==> src/rtl/acc_alu_pkg.sv <==
package acc_alu_pkg;

   typedef enum logic [1:0] {
      CLS_BYTE = 2'd0,
      CLS_MISC = 2'd1,
      CLS_WORD = 2'd2,
      CLS_NONE = 2'd3
   } op_class_e;

   typedef enum logic [2:0] {
      ALU_ADD = 3'd0,
      ALU_ADC = 3'd1,
      ALU_SUB = 3'd2,
      ALU_SBC = 3'd3,
      ALU_AND = 3'd4,
      ALU_XOR = 3'd5,
      ALU_OR  = 3'd6,
      ALU_CP  = 3'd7
   } alu_sel_e;

   typedef enum logic [2:0] {
      MSC_INC  = 3'd0,
      MSC_DEC  = 3'd1,
      MSC_DAA  = 3'd2,
      MSC_CPL  = 3'd3,
      MSC_SCF  = 3'd4,
      MSC_CCF  = 3'd5,
      MSC_RSV6 = 3'd6,
      MSC_RSV7 = 3'd7
   } misc_sel_e;

   // flag vector order matches the flags_in port: {z,n,h,c}
   typedef struct packed {
      logic z;
      logic n;
      logic h;
      logic c;
   } flags_t;

   // bit positions inside the packed flag byte
   localparam int FLAG_BYTE_W = 8;
   localparam int FB_Z = 7;
   localparam int FB_N = 6;
   localparam int FB_H = 5;
   localparam int FB_C = 4;

   function automatic logic [FLAG_BYTE_W-1:0] pack_flags(input flags_t f);
      logic [FLAG_BYTE_W-1:0] p;
      p       = '0;
      p[FB_Z] = f.z;
      p[FB_N] = f.n;
      p[FB_H] = f.h;
      p[FB_C] = f.c;
      return p;
   endfunction

endpackage

==> src/rtl/acc_alu_byte.sv <==
module acc_alu_byte
   import acc_alu_pkg::*;
#(
   parameter int DATA_W = 8
) (
   input  logic [DATA_W-1:0] a,
   input  logic [DATA_W-1:0] b,
   input  alu_sel_e          sel,
   input  logic              cy_in,
   output logic [DATA_W-1:0] res,
   output logic              wr,
   output flags_t            fout
);

   localparam int NIB = 4;

   logic              cin;
   logic [DATA_W:0]   sum, dif;
   logic [NIB:0]      nsum, ndif;
   logic [DATA_W-1:0] lres;

   always_comb begin
      cin  = cy_in & ((sel == ALU_ADC) | (sel == ALU_SBC));
      sum  = {1'b0, a} + {1'b0, b} + (DATA_W+1)'(cin);
      dif  = {1'b0, a} - {1'b0, b} - (DATA_W+1)'(cin);
      nsum = {1'b0, a[NIB-1:0]} + {1'b0, b[NIB-1:0]} + (NIB+1)'(cin);
      ndif = {1'b0, a[NIB-1:0]} - {1'b0, b[NIB-1:0]} - (NIB+1)'(cin);

      fout = '0;
      lres = '0;
      unique case (sel)
         ALU_ADD, ALU_ADC: begin
            lres   = sum[DATA_W-1:0];
            fout.c = sum[DATA_W];
            fout.h = nsum[NIB];
         end
         ALU_SUB, ALU_SBC, ALU_CP: begin
            lres   = dif[DATA_W-1:0];
            fout.n = 1'b1;
            fout.c = dif[DATA_W];
            fout.h = ndif[NIB];
         end
         ALU_AND: begin
            lres   = a & b;
            fout.h = 1'b1;
         end
         ALU_XOR: lres = a ^ b;
         ALU_OR:  lres = a | b;
         default: lres = a;
      endcase
      fout.z = (lres == '0);

      wr  = (sel != ALU_CP);
      res = wr ? lres : a;
   end

endmodule

==> src/rtl/acc_alu_misc.sv <==
module acc_alu_misc
   import acc_alu_pkg::*;
#(
   parameter int DATA_W = 8
) (
   input  logic [DATA_W-1:0] a,
   input  misc_sel_e         sel,
   input  flags_t            fin,
   output logic [DATA_W-1:0] res,
   output logic              wr,
   output flags_t            fout
);

   localparam int                NIB       = 4;
   localparam logic [NIB-1:0]    NIB_LIM   = 4'd9;
   localparam logic [DATA_W-1:0] BYTE_LIM  = DATA_W'(8'h99);
   localparam logic [NIB-1:0]    FIX_DIGIT = 4'h6;

   logic              lo_fix, hi_fix;
   logic [DATA_W-1:0] adj;

   always_comb begin
      lo_fix = fin.h | (a[NIB-1:0] > NIB_LIM);
      hi_fix = fin.c | (a > BYTE_LIM);
      adj    = '0;
      if (lo_fix) adj[NIB-1:0]     = FIX_DIGIT;
      if (hi_fix) adj[2*NIB-1:NIB] = FIX_DIGIT;

      fout = fin;
      res  = a;
      wr   = 1'b0;
      unique case (sel)
         MSC_INC: begin
            res    = a + DATA_W'(1);
            wr     = 1'b1;
            fout.n = 1'b0;
            fout.h = (res[NIB-1:0] == '0);
            fout.z = (res == '0);
         end
         MSC_DEC: begin
            res    = a - DATA_W'(1);
            wr     = 1'b1;
            fout.n = 1'b1;
            fout.h = (res[NIB-1:0] == '1);
            fout.z = (res == '0);
         end
         MSC_DAA: begin
            res    = fin.n ? (a - adj) : (a + adj);
            wr     = 1'b1;
            fout.c = hi_fix;
            fout.h = 1'b0;
            fout.z = (res == '0);
         end
         MSC_CPL: begin
            res    = ~a;
            wr     = 1'b1;
            fout.h = 1'b1;
            fout.n = 1'b1;
         end
         MSC_SCF: begin
            fout.c = 1'b1;
            fout.h = 1'b0;
            fout.n = 1'b0;
         end
         MSC_CCF: begin
            fout.c = ~fin.c;
            fout.h = 1'b0;
            fout.n = 1'b0;
         end
         default: ;
      endcase
   end

endmodule

==> src/rtl/acc_alu_word.sv <==
module acc_alu_word
   import acc_alu_pkg::*;
#(
   parameter int WORD_W = 16
) (
   input  logic [WORD_W-1:0] pa,
   input  logic [WORD_W-1:0] pb,
   input  logic              z_in,
   output logic [WORD_W-1:0] res,
   output flags_t            fout
);

   // half-carry comes from the nibble boundary inside the upper byte
   localparam int HB = WORD_W - 4;

   logic [WORD_W:0] full;
   logic [HB:0]     part;

   always_comb begin
      full   = {1'b0, pa} + {1'b0, pb};
      part   = {1'b0, pa[HB-1:0]} + {1'b0, pb[HB-1:0]};
      res    = full[WORD_W-1:0];
      fout.z = z_in;
      fout.n = 1'b0;
      fout.h = part[HB];
      fout.c = full[WORD_W];
   end

endmodule

==> src/rtl/acc_alu.sv <==
module acc_alu
   import acc_alu_pkg::*;
#(
   parameter int DATA_W  = 8,
   parameter bit REG_OUT = 1'b1
) (
   input  logic                   clk,
   input  logic                   rst_n,
   input  logic                   in_valid,
   input  logic [1:0]             op_class,
   input  logic [2:0]             alu_sel,
   input  logic [2:0]             misc_sel,
   input  logic [DATA_W-1:0]      acc_in,
   input  logic [DATA_W-1:0]      opnd_in,
   input  logic [2*DATA_W-1:0]    pair_a,
   input  logic [2*DATA_W-1:0]    pair_b,
   input  logic [3:0]             flags_in,
   output logic                   out_valid,
   output logic                   acc_we,
   output logic                   pair_we,
   output logic [DATA_W-1:0]      res_byte,
   output logic [2*DATA_W-1:0]    res_word,
   output logic [FLAG_BYTE_W-1:0] flags_out
);

   localparam int WORD_W = 2 * DATA_W;

   // the decimal-adjust constants and the flag byte assume byte lanes
   if (DATA_W != 8) begin : g_width_chk
      $error("acc_alu: DATA_W must be 8");
   end

   flags_t fin;
   assign fin = flags_t'(flags_in);

   logic [DATA_W-1:0] b_res, m_res;
   logic              b_wr, m_wr;
   flags_t            b_fl, m_fl, w_fl;
   logic [WORD_W-1:0] w_res;

   acc_alu_byte #(.DATA_W(DATA_W)) u_byte (
      .a     (acc_in),
      .b     (opnd_in),
      .sel   (alu_sel_e'(alu_sel)),
      .cy_in (fin.c),
      .res   (b_res),
      .wr    (b_wr),
      .fout  (b_fl)
   );

   acc_alu_misc #(.DATA_W(DATA_W)) u_misc (
      .a    (acc_in),
      .sel  (misc_sel_e'(misc_sel)),
      .fin  (fin),
      .res  (m_res),
      .wr   (m_wr),
      .fout (m_fl)
   );

   acc_alu_word #(.WORD_W(WORD_W)) u_word (
      .pa   (pair_a),
      .pb   (pair_b),
      .z_in (fin.z),
      .res  (w_res),
      .fout (w_fl)
   );

   logic [DATA_W-1:0]      nxt_byte;
   logic [WORD_W-1:0]      nxt_word;
   logic                   nxt_acc_we, nxt_pair_we;
   flags_t                 nxt_fl;
   logic [FLAG_BYTE_W-1:0] nxt_fbyte;

   always_comb begin
      nxt_byte    = acc_in;
      nxt_word    = '0;
      nxt_acc_we  = 1'b0;
      nxt_pair_we = 1'b0;
      nxt_fl      = fin;
      unique case (op_class_e'(op_class))
         CLS_BYTE: begin
            nxt_byte   = b_res;
            nxt_acc_we = b_wr;
            nxt_fl     = b_fl;
         end
         CLS_MISC: begin
            nxt_byte   = m_res;
            nxt_acc_we = m_wr;
            nxt_fl     = m_fl;
         end
         CLS_WORD: begin
            nxt_word    = w_res;
            nxt_pair_we = 1'b1;
            nxt_fl      = w_fl;
         end
         default: ;
      endcase
      nxt_fbyte = pack_flags(nxt_fl);
   end

   if (REG_OUT) begin : g_reg_out
      always_ff @(posedge clk or negedge rst_n) begin
         if (!rst_n) begin
            out_valid <= 1'b0;
            acc_we    <= 1'b0;
            pair_we   <= 1'b0;
            res_byte  <= '0;
            res_word  <= '0;
            flags_out <= '0;
         end else begin
            out_valid <= in_valid;
            if (in_valid) begin
               acc_we    <= nxt_acc_we;
               pair_we   <= nxt_pair_we;
               res_byte  <= nxt_byte;
               res_word  <= nxt_word;
               flags_out <= nxt_fbyte;
            end
         end
      end
   end else begin : g_comb_out
      assign out_valid = in_valid;
      assign acc_we    = nxt_acc_we;
      assign pair_we   = nxt_pair_we;
      assign res_byte  = nxt_byte;
      assign res_word  = nxt_word;
      assign flags_out = nxt_fbyte;
   end

endmodule

==> config.mk <==
export PLATFORM = sky130hd
export DESIGN_NAME = acc_alu
export DESIGN_NICKNAME = d
export VERILOG_FILES = /design/src/rtl/acc_alu_pkg.sv /design/src/rtl/acc_alu_byte.sv /design/src/rtl/acc_alu_misc.sv /design/src/rtl/acc_alu_word.sv /design/src/rtl/acc_alu.sv
export SDC_FILE = /design/constraint.sdc
export NUM_CORES = 1
export LEC_CHECK = 0
export ABC_AREA = 1
export BUFFER_PORTS_ARGS = -buffer_cell sky130_fd_sc_hd__buf_4
export CORE_MARGIN = 2
export CORE_UTILIZATION = 40
export CTS_CLUSTER_DIAMETER = 100
export DETAILED_ROUTE_END_ITERATION = 8
export HOLD_SLACK_MARGIN = 0.1
export PLACE_DENSITY = 0.62
export SYNTH_ARGS = -nofsm -noshare
export SYNTH_HDL_FRONTEND = slang
export SYNTH_HIERARCHICAL = 1
export SYNTH_SLANG_ARGS = --single-unit
==> constraint.sdc <==
create_clock -name clk -period 1.13 [get_ports clk]
set_input_delay 0.113 -clock clk [delete_from_list [all_inputs] [get_ports clk]]
set_output_delay 0.113 -clock clk [all_outputs]
set_load 0.05 [all_outputs]
==> results.cfg <==
[placed_design]
dp.cells = 1328
gp_congestion = 0.961
numPortBuffers = 93
dpl_cell_area_sq_um = 7550
hpwl_um = 14800

[power_and_ir_drop]
power.density_nw_per_um2 = 824
clock_power_share_pct = 19.0
power_frac_comb_pct = 62.5
p_seq_share_pct = 18.5
ir_drop_uv = 638
switchingPower_mw = 3.05
leakage_nw = 4.65
p_sw_share_pct = 43.4
finalPower_mw = 7.03
intPower_mw = 3.98

[drt]
drt_iter0_drc = 527
vias = 6601
ant_nets = 0
viasPerCell = 4.89
wirelength_um = 19100
first_pass_iters = 5
drc = 0
wire_per_inst_um = 14.2

[setup_path]
crit-reg2reg-launch = res_byte[0]$_DFFE_PN0P_
timing_worst_setup_path_type = in -> reg
arrival_ns = 2.46
cp-end-kind = flop
critPathMaxStageDelay_ns = 0.29
crit_start = acc_in[1]
critical_path_required_ns = 1.30
cp_common_cell = nand2_1
crit_path_start_kind = input pin
crit_fanout = 4
slowest_stage = ha_1

[floorplan]
core-area_sq_um = 13200
initial_core_util_pct = 40.9
die_w_um = 120
io_pins = 98
rows = 42
chipHeight_um = 120
die_area_sq_um = 14400

[global_routing]
grt_max_degree = 32
grtUsageMet2_pct = 42.0
grt_pass1_wl_um = 30200
grt_usage_pct = 26.1
busiest_layer = met2
gr-total-overflow = 0
grt_util_met3_pct = 4.66
use_met1_pct = 37.0
antenna_found_initial = 0
grt_pass1_vias = 6137

[timing]
fin_ws_ns = -1.16
fmax_ghz = 0.437
fin_crit_sh_pct = 203
setup_violations = 17
holdWs_ns = 0.173
maxSlewViolCount = 0
fin_crit_ns = 2.29
skew_ns = 0
rsz0062_at_grt = true
hold_viol = 0

[synthesis]
syn_area_sq_um = 5400
yosysSeqAreaShare_pct = 14.4
synth_cell_type_count = 38
yosys_warnings = 6
synth.avg_cell_area_sq_um = 5.85
netlist_instances = 922
synth-seq-cells = 31

[min_path]
min-delay-start = pair_b[0]
hold_path_class = in -> reg

[clock_tree]
htree_levels = 2
cts_sinks = 31
path_clk_slew_ns = 0.05
cts_tree = built
clkLatencyLatePin_ns = 0.28
cts_root_buffer = clkbuf_16
cts_made_buffers = 5
clockBufferDepth = 2

[finish]
areaGrowthSynthToFinish_pct = 58.1
fin_area_sq_um = 8530
final_cells = 1349
fin_nets = 1301
final_layout_size_suffix_gt1_share_pct = 40.7
diodes = 0
most-common-layout-cells = nand2_1, buf_4, inv_1
layout_commonest_cell = nand2_1
final_util_pct = 64.7

[outcome]
violations = negative setup slack
status = finished with violations

[run]
cap_violations = 0
-- synthesized netlist by cell type --
master	n	area share, %
nor2_1	64	4.5
inv_1	142	9.9
a22oi_1	1	0.14
inv_2	7	0.49
nand3_2	4	0.74
clkinv_4	1	0.16
nor3_2	3	0.56
inv_4	1	0.12
o22ai_1	6	0.70
nor2_8	1	0.37
nor2_4	5	1.0
xnor2_1	3	0.49
or2_1	2	0.23
buf_4	11	1.5
a211oi_1	1	0.14
nand3_1	86	8.0
a21oi_1	34	3.2
nor2_2	7	0.81
and2_2	1	0.14
nand3b_1	6	0.83
mux2_2	1	0.21
o21ai_1	8	0.74
a21oi_2	1	0.16
dfrtp_1	31	14
ha_1	60	14
or2_2	8	0.93
o2111ai_1	3	0.49
a21oi_4	1	0.30
buf_2	5	0.46
buf_6	8	1.7
fa_1	5	1.9
nand2_1	346	24
nand4_1	16	1.9
xor2_1	14	2.3
nand2_2	5	0.58
o21ai_0	19	1.8
conb_1	2	0.14
nor3_1	3	0.28
-- registers in the layout (all words and copies together) (netlist names) --
signal,flops
pair_we,1
res_word,16
acc_we,1
flags_out,4
res_byte,8
out_valid,1
-- cells by family after synthesis --
kind of cell    Yosys count  synth area share [%]
fa+ha+maj                65                  15.8
mux                       1                 0.209
compound gates           74                  7.58
xor+xnor                 17                  2.76
other cells               2                 0.139
flops                    31                  14.4
buf+inv                 175                  14.3
simple gates            557                  44.9
-- through the flow --
stage,worst slack [ns],setup TNS [ns]
floorplan,-1.26,-11.02
global placement,-1.49,-19.94
detailed placement,-1.55,-20.61
CTS,-1.16,-11.47
global route,-1.39,-14.26
finish,-1.16,-11.89
-- final cells by class --
type,count,area [sq um]
multi-input combinational,719,4660
inverter,151,604
sequential,31,776
clock buffer,6,139
clock inverter,1,5.00
timing repair buffer,265,2130
tap,176,220
fill,1235,4660
-- what timing repair did --
| item | 4_1_cts | 5_1_grt |
|---|---|---|
| endpoints found under the setup margin | 22 | 23 |
| pin swaps | 66 | 72 |
| gates cloned | 0 | 0 |
| resized for setup | 98 | 95 |
| buffers inserted | 8 | 11 |
| hold endpoints to repair | 31 | 0 |
| hold buffers | 1 | 0 |
-- path summary, 6_finish.rpt --
kind	endpoint	slack [ns]	depth (start not counted)
min in group asynchronous	res_word[5]$_DFFE_PN0P_	0.32	2
setup reg to reg	res_byte[0]$_DFFE_PN0P_	0.21	3
setup / recovery	flags_out[7]$_DFFE_PN0P_	-1.16	26
max in group asynchronous	res_byte[6]$_DFFE_PN0P_	0.50	2
hold / removal	res_word[0]$_DFFE_PN0P_	0.17	4
hold reg to reg	res_word[9]$_DFFE_PN0P_	0.48	2
-- per-layer routing --
layer / vias to the layer above / wire [um]
met4: 0 / 193
met3: 16 / 1310
met5: - / 0
li1: 3380 / -
met1: 3026 / 8870
met2: 179 / 8760
-- power groups by stage --
stage	clock network [mW]	logic (mW)	registers, mW
after floorplan	0	1.87	1.69
after global placement	0	3.76	1.32
after detailed placement	0	3.79	1.31
after CTS	1.35	4.09	1.30
after global routing	1.40	4.79	1.32
final	1.34	4.39	1.30
-- worst max-delay path: cells and delay by family --
family,cells,cell delay (ns)
compound gates,2,0.20
fa+ha+maj,3,0.77
buf+inv,3,0.26
simple gates,18,1.10
(Power assumes the default switching activity.)
